[config.mk]
export PLATFORM = sky130hd
export DESIGN_NAME = ugs_unit
export DESIGN_NICKNAME = d
export VERILOG_FILES = /design/src/rtl/ugs_pkg.sv /design/src/rtl/ugs_unary.sv /design/src/rtl/ugs_shift.sv /design/src/rtl/ugs_unit.sv
export SDC_FILE = /design/constraint.sdc
export NUM_CORES = 2
export LEC_CHECK = 0
export BUFFER_PORTS_ARGS = -buffer_cell sky130_fd_sc_hd__clkbuf_2
export CAP_MARGIN = 5
export CORE_MARGIN = 3
export CORE_UTILIZATION = 30
export DETAILED_ROUTE_END_ITERATION = 6
export GPL_ROUTABILITY_DRIVEN = 0
export GPL_TIMING_DRIVEN = 1
export SYNTH_ARGS = -nofsm -noshare
export SYNTH_HDL_FRONTEND = slang
export SYNTH_HIERARCHICAL = 1
export SYNTH_SLANG_ARGS = --single-unit
[constraint.sdc]
create_clock -name clk -period 18 [get_ports clk]
set_clock_uncertainty 0.15 [all_clocks]
set_input_delay 3.6 -clock clk [delete_from_list [all_inputs] [get_ports clk]]
set_output_delay 3.6 -clock clk [all_outputs]
set_load 0.02 [all_outputs]
[src/rtl/ugs_pkg.sv]
package ugs_pkg;

    localparam logic [7:0] OPC_UNARY = 8'hF7;
    localparam logic [7:0] OPC_SHIFT = 8'hD3;
    localparam logic [1:0] MODE_REG  = 2'b11;

    localparam logic [2:0] SEL_NOT = 3'd2;
    localparam logic [2:0] SEL_NEG = 3'd3;
    localparam logic [2:0] SEL_MUL = 3'd4;
    localparam logic [2:0] SEL_SHL = 3'd4;
    localparam logic [2:0] SEL_SHR = 3'd5;
    localparam logic [2:0] SEL_SAR = 3'd7;

    typedef enum logic [2:0] {
        K_NONE, K_NOT, K_NEG, K_MUL, K_SHL, K_SHR, K_SAR
    } kind_t;

    typedef struct packed {
        logic sf;
        logic zf;
        logic of;
    } flags_t;

endpackage

[src/rtl/ugs_unary.sv]
module ugs_unary
    import ugs_pkg::*;
#(
    parameter int DATA_W = 32
) (
    input  kind_t              kind,
    input  logic [DATA_W-1:0]  rm_val,
    input  logic [DATA_W-1:0]  acc_val,
    input  flags_t             flags_in,
    output logic               wr_rm,
    output logic [DATA_W-1:0]  rm_res,
    output logic               wr_wide,
    output logic [DATA_W-1:0]  lo_res,
    output logic [DATA_W-1:0]  hi_res,
    output flags_t             flags_out
);
    localparam logic [DATA_W-1:0] MIN_NEG = {1'b1, {(DATA_W-1){1'b0}}};

    logic [2*DATA_W-1:0] product;
    logic [DATA_W-1:0]   inv_v;
    logic [DATA_W-1:0]   neg_v;

    assign product = {{DATA_W{1'b0}}, acc_val} * {{DATA_W{1'b0}}, rm_val};
    assign inv_v   = ~rm_val;
    assign neg_v   = (~rm_val) + {{(DATA_W-1){1'b0}}, 1'b1};

    always_comb begin
        wr_rm     = 1'b0;
        rm_res    = rm_val;
        wr_wide   = 1'b0;
        lo_res    = product[DATA_W-1:0];
        hi_res    = product[2*DATA_W-1:DATA_W];
        flags_out = flags_in;
        unique case (kind)
            K_NOT: begin
                wr_rm        = 1'b1;
                rm_res       = inv_v;
                flags_out.sf = inv_v[DATA_W-1];
                flags_out.zf = (inv_v == '0);
                flags_out.of = 1'b0;
            end
            K_NEG: begin
                if (rm_val == MIN_NEG) begin
                    flags_out.sf = 1'b1;
                    flags_out.zf = 1'b0;
                    flags_out.of = 1'b1;
                end else begin
                    wr_rm        = 1'b1;
                    rm_res       = neg_v;
                    flags_out.sf = neg_v[DATA_W-1];
                    flags_out.zf = (neg_v == '0);
                    flags_out.of = 1'b0;
                end
            end
            K_MUL: begin
                wr_wide      = 1'b1;
                flags_out.of = (product[2*DATA_W-1:DATA_W] != '0);
            end
            default: ;
        endcase
    end

endmodule

[src/rtl/ugs_shift.sv]
module ugs_shift
    import ugs_pkg::*;
#(
    parameter int DATA_W = 32,
    parameter int CNT_W  = $clog2(DATA_W)
) (
    input  kind_t              kind,
    input  logic [DATA_W-1:0]  rm_val,
    input  logic [CNT_W-1:0]   cnt,
    input  flags_t             flags_in,
    output logic               wr_rm,
    output logic [DATA_W-1:0]  rm_res,
    output flags_t             flags_out
);
    localparam logic [CNT_W-1:0] ONE = {{(CNT_W-1){1'b0}}, 1'b1};

    logic [DATA_W-1:0] shl_v;
    logic [DATA_W-1:0] shr_v;
    logic [DATA_W-1:0] sar_v;
    logic              cnt_zero;
    logic              cnt_one;

    assign shl_v    = rm_val << cnt;
    assign shr_v    = rm_val >> cnt;
    assign sar_v    = DATA_W'($signed(rm_val) >>> cnt);
    assign cnt_zero = (cnt == '0);
    assign cnt_one  = (cnt == ONE);

    always_comb begin
        wr_rm     = 1'b0;
        rm_res    = rm_val;
        flags_out = flags_in;
        if (!cnt_zero) begin
            unique case (kind)
                K_SHL: begin
                    wr_rm        = 1'b1;
                    rm_res       = shl_v;
                    flags_out.sf = shl_v[DATA_W-1];
                    flags_out.zf = (shl_v == '0);
                    if (cnt_one) flags_out.of = rm_val[DATA_W-1] ^ rm_val[DATA_W-2];
                end
                K_SHR: begin
                    wr_rm        = 1'b1;
                    rm_res       = shr_v;
                    flags_out.sf = 1'b0;
                    flags_out.zf = (shr_v == '0);
                    if (cnt_one) flags_out.of = rm_val[DATA_W-1];
                end
                K_SAR: begin
                    wr_rm        = 1'b1;
                    rm_res       = sar_v;
                    flags_out.sf = sar_v[DATA_W-1];
                    flags_out.zf = (sar_v == '0);
                    if (cnt_one) flags_out.of = 1'b0;
                end
                default: ;
            endcase
        end
    end

endmodule

[src/rtl/ugs_unit.sv]
module ugs_unit
    import ugs_pkg::*;
#(
    parameter int DATA_W  = 32,
    parameter int NREGS   = 8,
    parameter int ACC_IDX = 0,
    parameter int CNT_IDX = 1,
    parameter int HI_IDX  = 2
) (
    input  logic                      clk,
    input  logic                      rst_n,
    input  logic                      ld_en,
    input  logic [$clog2(NREGS)-1:0]  ld_idx,
    input  logic [DATA_W-1:0]         ld_data,
    input  logic                      op_valid,
    input  logic [7:0]                opcode,
    input  logic [7:0]                modrm,
    output logic [NREGS*DATA_W-1:0]   reg_file_o,
    output logic                      sf_o,
    output logic                      zf_o,
    output logic                      of_o,
    output logic                      err_o
);
    localparam int IDX_W = $clog2(NREGS);
    localparam int CNT_W = $clog2(DATA_W);
    localparam logic [DATA_W-1:0] MIN_NEG = {1'b1, {(DATA_W-1){1'b0}}};

    typedef struct packed {
        logic [NREGS-1:0][DATA_W-1:0] regs;
        flags_t                       flags;
        logic                         err;
    } state_t;

    state_t state_d, state_q;

    logic [1:0]        mode_f;
    logic [2:0]        sel_f;
    logic [IDX_W-1:0]  rm_idx;
    kind_t             kind;
    logic              is_shift;
    logic [DATA_W-1:0] rm_val;
    logic [CNT_W-1:0]  cnt;

    assign mode_f = modrm[7:6];
    assign sel_f  = modrm[5:3];
    assign rm_idx = IDX_W'(modrm[2:0]);
    assign rm_val = state_q.regs[rm_idx];
    assign cnt    = state_q.regs[CNT_IDX][CNT_W-1:0];

    always_comb begin
        kind = K_NONE;
        if (mode_f == MODE_REG) begin
            if (opcode == OPC_UNARY) begin
                unique case (sel_f)
                    SEL_NOT: kind = K_NOT;
                    SEL_NEG: kind = K_NEG;
                    SEL_MUL: kind = K_MUL;
                    default: kind = K_NONE;
                endcase
            end else if (opcode == OPC_SHIFT) begin
                unique case (sel_f)
                    SEL_SHL: kind = K_SHL;
                    SEL_SHR: kind = K_SHR;
                    SEL_SAR: kind = K_SAR;
                    default: kind = K_NONE;
                endcase
            end
        end
    end

    assign is_shift = (kind == K_SHL) || (kind == K_SHR) || (kind == K_SAR);

    logic              u_wr_rm, u_wr_wide;
    logic [DATA_W-1:0] u_rm_res, u_lo, u_hi;
    flags_t            u_flags;

    ugs_unary #(.DATA_W(DATA_W)) u_unary (
        .kind      (kind),
        .rm_val    (rm_val),
        .acc_val   (state_q.regs[ACC_IDX]),
        .flags_in  (state_q.flags),
        .wr_rm     (u_wr_rm),
        .rm_res    (u_rm_res),
        .wr_wide   (u_wr_wide),
        .lo_res    (u_lo),
        .hi_res    (u_hi),
        .flags_out (u_flags)
    );

    logic              s_wr_rm;
    logic [DATA_W-1:0] s_rm_res;
    flags_t            s_flags;

    ugs_shift #(.DATA_W(DATA_W), .CNT_W(CNT_W)) u_shift (
        .kind      (kind),
        .rm_val    (rm_val),
        .cnt       (cnt),
        .flags_in  (state_q.flags),
        .wr_rm     (s_wr_rm),
        .rm_res    (s_rm_res),
        .flags_out (s_flags)
    );

    always_comb begin
        state_d     = state_q;
        state_d.err = 1'b0;
        if (op_valid) begin
            if (kind == K_NONE) begin
                state_d.err = 1'b1;
            end else if (is_shift) begin
                if (s_wr_rm) state_d.regs[rm_idx] = s_rm_res;
                state_d.flags = s_flags;
            end else begin
                if (u_wr_rm) state_d.regs[rm_idx] = u_rm_res;
                if (u_wr_wide) begin
                    state_d.regs[ACC_IDX] = u_lo;
                    state_d.regs[HI_IDX]  = u_hi;
                end
                state_d.flags = u_flags;
            end
        end else if (ld_en) begin
            state_d.regs[ld_idx] = ld_data;
        end
    end

    always_ff @(posedge clk) begin
        if (!rst_n) state_q <= '0;
        else        state_q <= state_d;
    end

    assign reg_file_o = state_q.regs;
    assign sf_o       = state_q.flags.sf;
    assign zf_o       = state_q.flags.zf;
    assign of_o       = state_q.flags.of;
    assign err_o      = state_q.err;

    // a preload with no issue lands in its register
    a_r2_load_lands: assert property (@(posedge clk) disable iff (!rst_n)
        (!op_valid && ld_en) |=> state_q.regs[$past(ld_idx)] == $past(ld_data));

    // negating the most negative value keeps the register, fixed flags
    a_r5_neg_min: assert property (@(posedge clk) disable iff (!rst_n)
        (op_valid && kind == K_NEG && rm_val == MIN_NEG)
        |=> (of_o && sf_o && !zf_o && $stable(reg_file_o)));

    // multiply overflow agrees with the high result register
    a_r6_mul_of: assert property (@(posedge clk) disable iff (!rst_n)
        (op_valid && kind == K_MUL) |=> (of_o == (state_q.regs[HI_IDX] != '0)));

    // zero count leaves everything in place
    a_r7_zero_count: assert property (@(posedge clk) disable iff (!rst_n)
        (op_valid && is_shift && cnt == '0)
        |=> ($stable(reg_file_o) && $stable({sf_o, zf_o, of_o})));

    // zero-fill right shift clears the sign flag
    a_r9_shr_sf: assert property (@(posedge clk) disable iff (!rst_n)
        (op_valid && kind == K_SHR && cnt != '0) |=> !sf_o);

    // a rejection changes no state and only follows an issue
    a_r11_err_frozen: assert property (@(posedge clk) disable iff (!rst_n)
        err_o |-> ($stable(reg_file_o) && $stable({sf_o, zf_o, of_o}) && $past(op_valid)));

endmodule

# Yosys cells after proc, flatten, opt, wreduce, memory -nomap -nowiden
# Cells that the tools add are included.
# word_totals
reg_bits,260
inputBits,55
output_inout_bits,260
elab_cells,110
# op_classes
addsub,1
n_mul,1
n_lt_le_gt_ge,4
eq_ne,25
shifts,3
muxes,40
n_bitwise,3
n_reduce_logical,21
# ops
cell,n
$mux 256,4
$bwmux 256,3
$mux 259,2
$mux 32,7
$demux 32 s3,2
$logic_not 32->1,5
$bmux 32 s3,1
$pmux 32 s3,1
$mul 32x32->64,1
$pmux 32 s2,1
$add 32x1->32 const B,1
$eq 32x32->1 const B,1
$not 32->32,1
$reduce_bool 32->1,1
$shl 32x5->32,1
$shr 32x5->32,1
$sshr 32x5->32,1
$eq 3x3->1 const B,6
$pmux 3 s3,2
$eq 8x8->1 const B,2
$mux 3,5
$eq 3x2->1 const B,4
$ne 3x2->1 const B,4
$lt 3x4->1 const B,2
26 further kinds,39

# Logic depth before layout (Yosys ltp)
# logic_depth
ltp_word,13
mapped_depth,41
ltp_nobuf,36

# Cells and area by module
# The synthesis kept the hierarchy.
# by_module_without_submodules
module,instances,cells_per_inst,area_per_inst_um2,seq_area_each_um2
ugs_unary,1,4016,35057.4,0.0
ugs_unit,1,1683,14458.9,5205.0
ugs_shift,1,655,4834.6,0.0

# Worst setup path after synthesis
# OpenSTA, ideal clock, no wires.
# synth_path
kind,input to register
start,in modrm[0]
end,reg state_q (netlist bit of_o)
setup_ns,0.134
t_arrival_ns,13.296
required_time_ns,17.716
setup_slack_ns,4.420
cell_stages,35
n_path_buf,5
path_cell_list,clkbuf_1 nor3b_1 clkbuf_1 a22oi_1 nand4_1 clkbuf_1 clkbuf_1 and2_1 fa_1 fa_1 fa_1 inv_1 fa_1 inv_1 fa_1 fa_1 fa_1 inv_1 fa_1 inv_1 ha_1 clkbuf_1 nand2_1 or3_1 nor2_1 o211ai_1 and3_1 xnor2_1 or4_1 or4_1 or4_1 nor4_1 a41oi_1 mux2i_1 a211oi_1
# synth_lines
element,line,rtl
from (decl),ugs_unit.sv:17,"input logic [7:0] modrm,"
to (signal assigned),ugs_unit.sv:128,else state_q <= state_d;
to (decl),ugs_unit.sv:34,"state_t state_d, state_q;"

==> flow_metrics.env <==
export IMPL_synth_warnings=6
export IMPL_path_class="in -> reg"
export IMPL_hold_buffers=0
export IMPL_synth_seq_area_share_pct=9.577
export IMPL_hp_class="reg -> reg"
export IMPL_synth_edf_count=0
export IMPL_cts_tree="done"
export IMPL_slew_headroom_pct=5.335
export IMPL_hold_start="reg_file_o[126]"
export IMPL_grt_max_degree=90
export IMPL_numCtsBuffers=28
export IMPL_htreeDepth=1
export IMPL_wirelength_mm=235.3
export IMPL_ys_ff_latch=260
export IMPL_io_pins=315
export IMPL_wire_per_inst_um=27.14
export IMPL_track_usage_pct=24.52
export IMPL_syn_avg_cell_area_um2=8.554
export IMPL_min_period_over_period_pct=80.79
export IMPL_clk_pin_slew_worst_paths_ns=0.08
export IMPL_combPwrFrac_pct=29.5
export IMPL_place_inst=8602
export IMPL_drive_above_1_share_pct=10.46
export IMPL_min_period_ns=14.54
export IMPL_vdd_ir_drop_worst_uv=90.08
export IMPL_initial_core_util_pct=30.33
export IMPL_grt_pass1_wl_mm=347.4
export IMPL_intPower_mw=1.125
export IMPL_clock_path_buffers=3
export IMPL_synthesis_nets=7571
export IMPL_hold_violations=0
export IMPL_dp_hpwl_mm=171.5
export IMPL_drc=49
export IMPL_end_kind="register"
export IMPL_setup_viol=0
export IMPL_async_flop_share_pct=0
export IMPL_tns_ns=0
export IMPL_fp_dieW_um=431.6
export IMPL_ctsResizeCount=0
export IMPL_die_y_um=431.6
export IMPL_yosys_area_top_type="fa_1"
export IMPL_cpMostUsedCell="fa_1"
export IMPL_violations="DRC"
export IMPL_postRouteAntennaNets=0
export IMPL_synth_cell_area_um2=54350
export IMPL_cts_setup_buffers=0
export IMPL_max_stage_delay_ns=1.04
export IMPL_slew_violations=0
export IMPL_cp_required_ns=18.32
export IMPL_switchingPower_mw=0.7022
export IMPL_area_growth_pct=8.545
export IMPL_max_cap_violations=0
export IMPL_cts_root_buf="clkbuf_16"
export IMPL_power_density_nw_per_um2=30.98
export IMPL_pwr_share_seq_pct=34.5
export IMPL_worst_pin_slew_ns=1.380
export IMPL_crit_start="modrm[0]"
export IMPL_p_sw_share_pct=38.42
export IMPL_grt_pass1_vias=52670
export IMPL_yosysUniqueCellTypes=99
export IMPL_antenna_found_initial=30
export IMPL_cts_sinks=260
export IMPL_p_clk_share_pct=35.9
export IMPL_synth_area_leaders="fa_1, dfxtp_1, and2_1"
export IMPL_synth_top_area_share_pct=33.00
export IMPL_core_um2=179200
export IMPL_drt_iter0_markers=7172
export IMPL_core_rowCount=155
export IMPL_arrival_ns=14.86
export IMPL_final_cells=8671
export IMPL_vias=51990
export IMPL_reg2reg_slack_ns=6.56
export IMPL_timing_rr_start="reg_file_o[13]"
export IMPL_grt_overflow_total=0
export IMPL_fin_nets=7495
export IMPL_crit_slowest_cell="nand4_1"
export IMPL_fmax_mhz=68.76
export IMPL_dieArea_um2=186300
export IMPL_io_buffers=314
export IMPL_via_per_inst=5.995
export IMPL_rsz0062_at_grt="no"
export IMPL_power_leakage_nw=26.74
export IMPL_synth_ff_type="dfxtp_1"
export IMPL_clk_latency_ns=0.60
export IMPL_outcome="finished with violations"
export IMPL_synthCells=6354
export IMPL_cp_start_kind="primary input"
export IMPL_firstDrtPassIters=7
export IMPL_critPathMaxFanout=35
-- cells by family (layout without fill, tap and decap cells) --
group / count (synthesis) / count (layout) / share of synthesized area [%]
other: 0 / 16 / 0
buffers and inverters: 1466 / 1412 / 10.29
AOI/OAI and AO/OA: 1260 / 1260 / 17.30
xor gates and xnor gates: 99 / 99 / 1.595
and+or+nand+nor: 1948 / 1948 / 17.82
muxes: 159 / 159 / 4.291
adders and majority gates: 1162 / 1162 / 39.13
DFF: 260 / 260 / 9.577
-- state kept, by name (all words and copies together), names as in the netlist --
signal	count
err_o	1
reg_file_o	256
of_o	1
sf_o	1
zf_o	1
-- cell type report --
cell class / instances / area [um^2]
fillers: 18700 / 120200
multi-input cells: 4628 / 43690
flip-flops and latches: 260 / 5224
inverters: 894 / 3356
well taps: 2355 / 2947
repair buffers: 466 / 2723
clock buffers: 39 / 822.0
clock inverters: 13 / 190.2
diodes: 16 / 40.04
-- power by group through the flow --
stage	Clock, mW	Combinational, mW	Sequential, mW
finish	0.657	0.540	0.631
global placement	0	0.504	0.641
detailed placement	0	0.509	0.640
floorplan	0	0.297	0.647
global route	0.669	0.556	0.630
CTS	0.652	0.511	0.628
-- Yosys cell counts, types with 24 or more instances --
master	n
a22oi_1	203
inv_1	892
nor4_1	24
o22ai_1	218
buf_2	46
mux2i_1	80
clkbuf_1	458
nor2_1	343
fa_1	896
nand3_1	42
xnor2_1	53
o211ai_1	46
a32oi_1	36
nor3_1	116
xor2_1	46
nand2_1	642
dfxtp_1	260
a21oi_1	163
and2_1	578
a31oi_1	28
o21ai_0	144
a21o_1	33
ha_1	266
mux2_2	24
mux4_2	46
buf_1	63
o221a_1	192
o211a_1	36
nand4_1	82
-- critical path: cells and delay by family --
kind	cells	cell delay, ns
mux	1	0.17
buf+inv	7	1.30
fa+ha+maj	9	4.51
xor+xnor	1	0.19
compound gates	4	0.81
simple gates	10	4.21
-- through the flow --
stage | util, % | area (um^2) | power (mW) | hold WS, ns | setup slack [ns]
detailed placement | 32.33 | 57930 | 1.149 | 0.3914 | 3.321
finish | 32.92 | 59000 | 1.827 | 0.4180 | 3.457
CTS | 32.89 | 58940 | 1.791 | 0.4061 | 3.909
floorplan | - | 54350 | 0.9443 | 0.4429 | 4.420
global route | 32.91 | 58970 | 1.855 | 0.4351 | 3.271
global placement | 32.33 | 57930 | 1.145 | 0.4012 | 3.390
-- placed cells by master, fill, tap and decap left out, types with 36 or more instances in the layout --
| cell type | netlist | layout |
|---|---|---|
| a22oi_1 | 203 | 203 |
| nor3_1 | 116 | 115 |
| inv_1 | 892 | 892 |
| o221a_1 | 192 | 192 |
| xnor2_1 | 53 | 52 |
| nand2_1 | 642 | 637 |
| nand3_1 | 42 | 42 |
| a32oi_1 | 36 | 36 |
| o22ai_1 | 218 | 218 |
| ha_1 | 266 | 266 |
| o211a_1 | 36 | 36 |
| fa_1 | 896 | 896 |
| mux4_2 | 46 | 46 |
| a21oi_1 | 163 | 161 |
| nand4_1 | 82 | 82 |
| o21ai_0 | 144 | 144 |
| mux2i_1 | 80 | 80 |
| nor2_1 | 343 | 335 |
| clkbuf_2 | 1 | 313 |
| buf_4 | 2 | 151 |
| xor2_1 | 46 | 46 |
| and2_1 | 578 | 578 |
| dfxtp_1 | 260 | 249 |
| o211ai_1 | 46 | 46 |
-- path summary, 6_finish.rpt --
path	to	cells after the start
worst min register to register	reg_file_o[126]	1
worst min-delay path	reg_file_o[126]	1
worst max-delay path	of_o	32
worst max register to register	of_o	29
-- layer usage --
layer | global-route usage (%) | vias to the layer above | part of all wire, %
met3 | 6.493 | 1082 | 12
li1 | - | 21050 | -
met4 | 17.54 | 10 | 8.8
met5 | 0 | - | 0.030
met1 | 30.27 | 25860 | 37
met2 | 37.06 | 3984 | 43
Power figures use the tool's default switching activity.
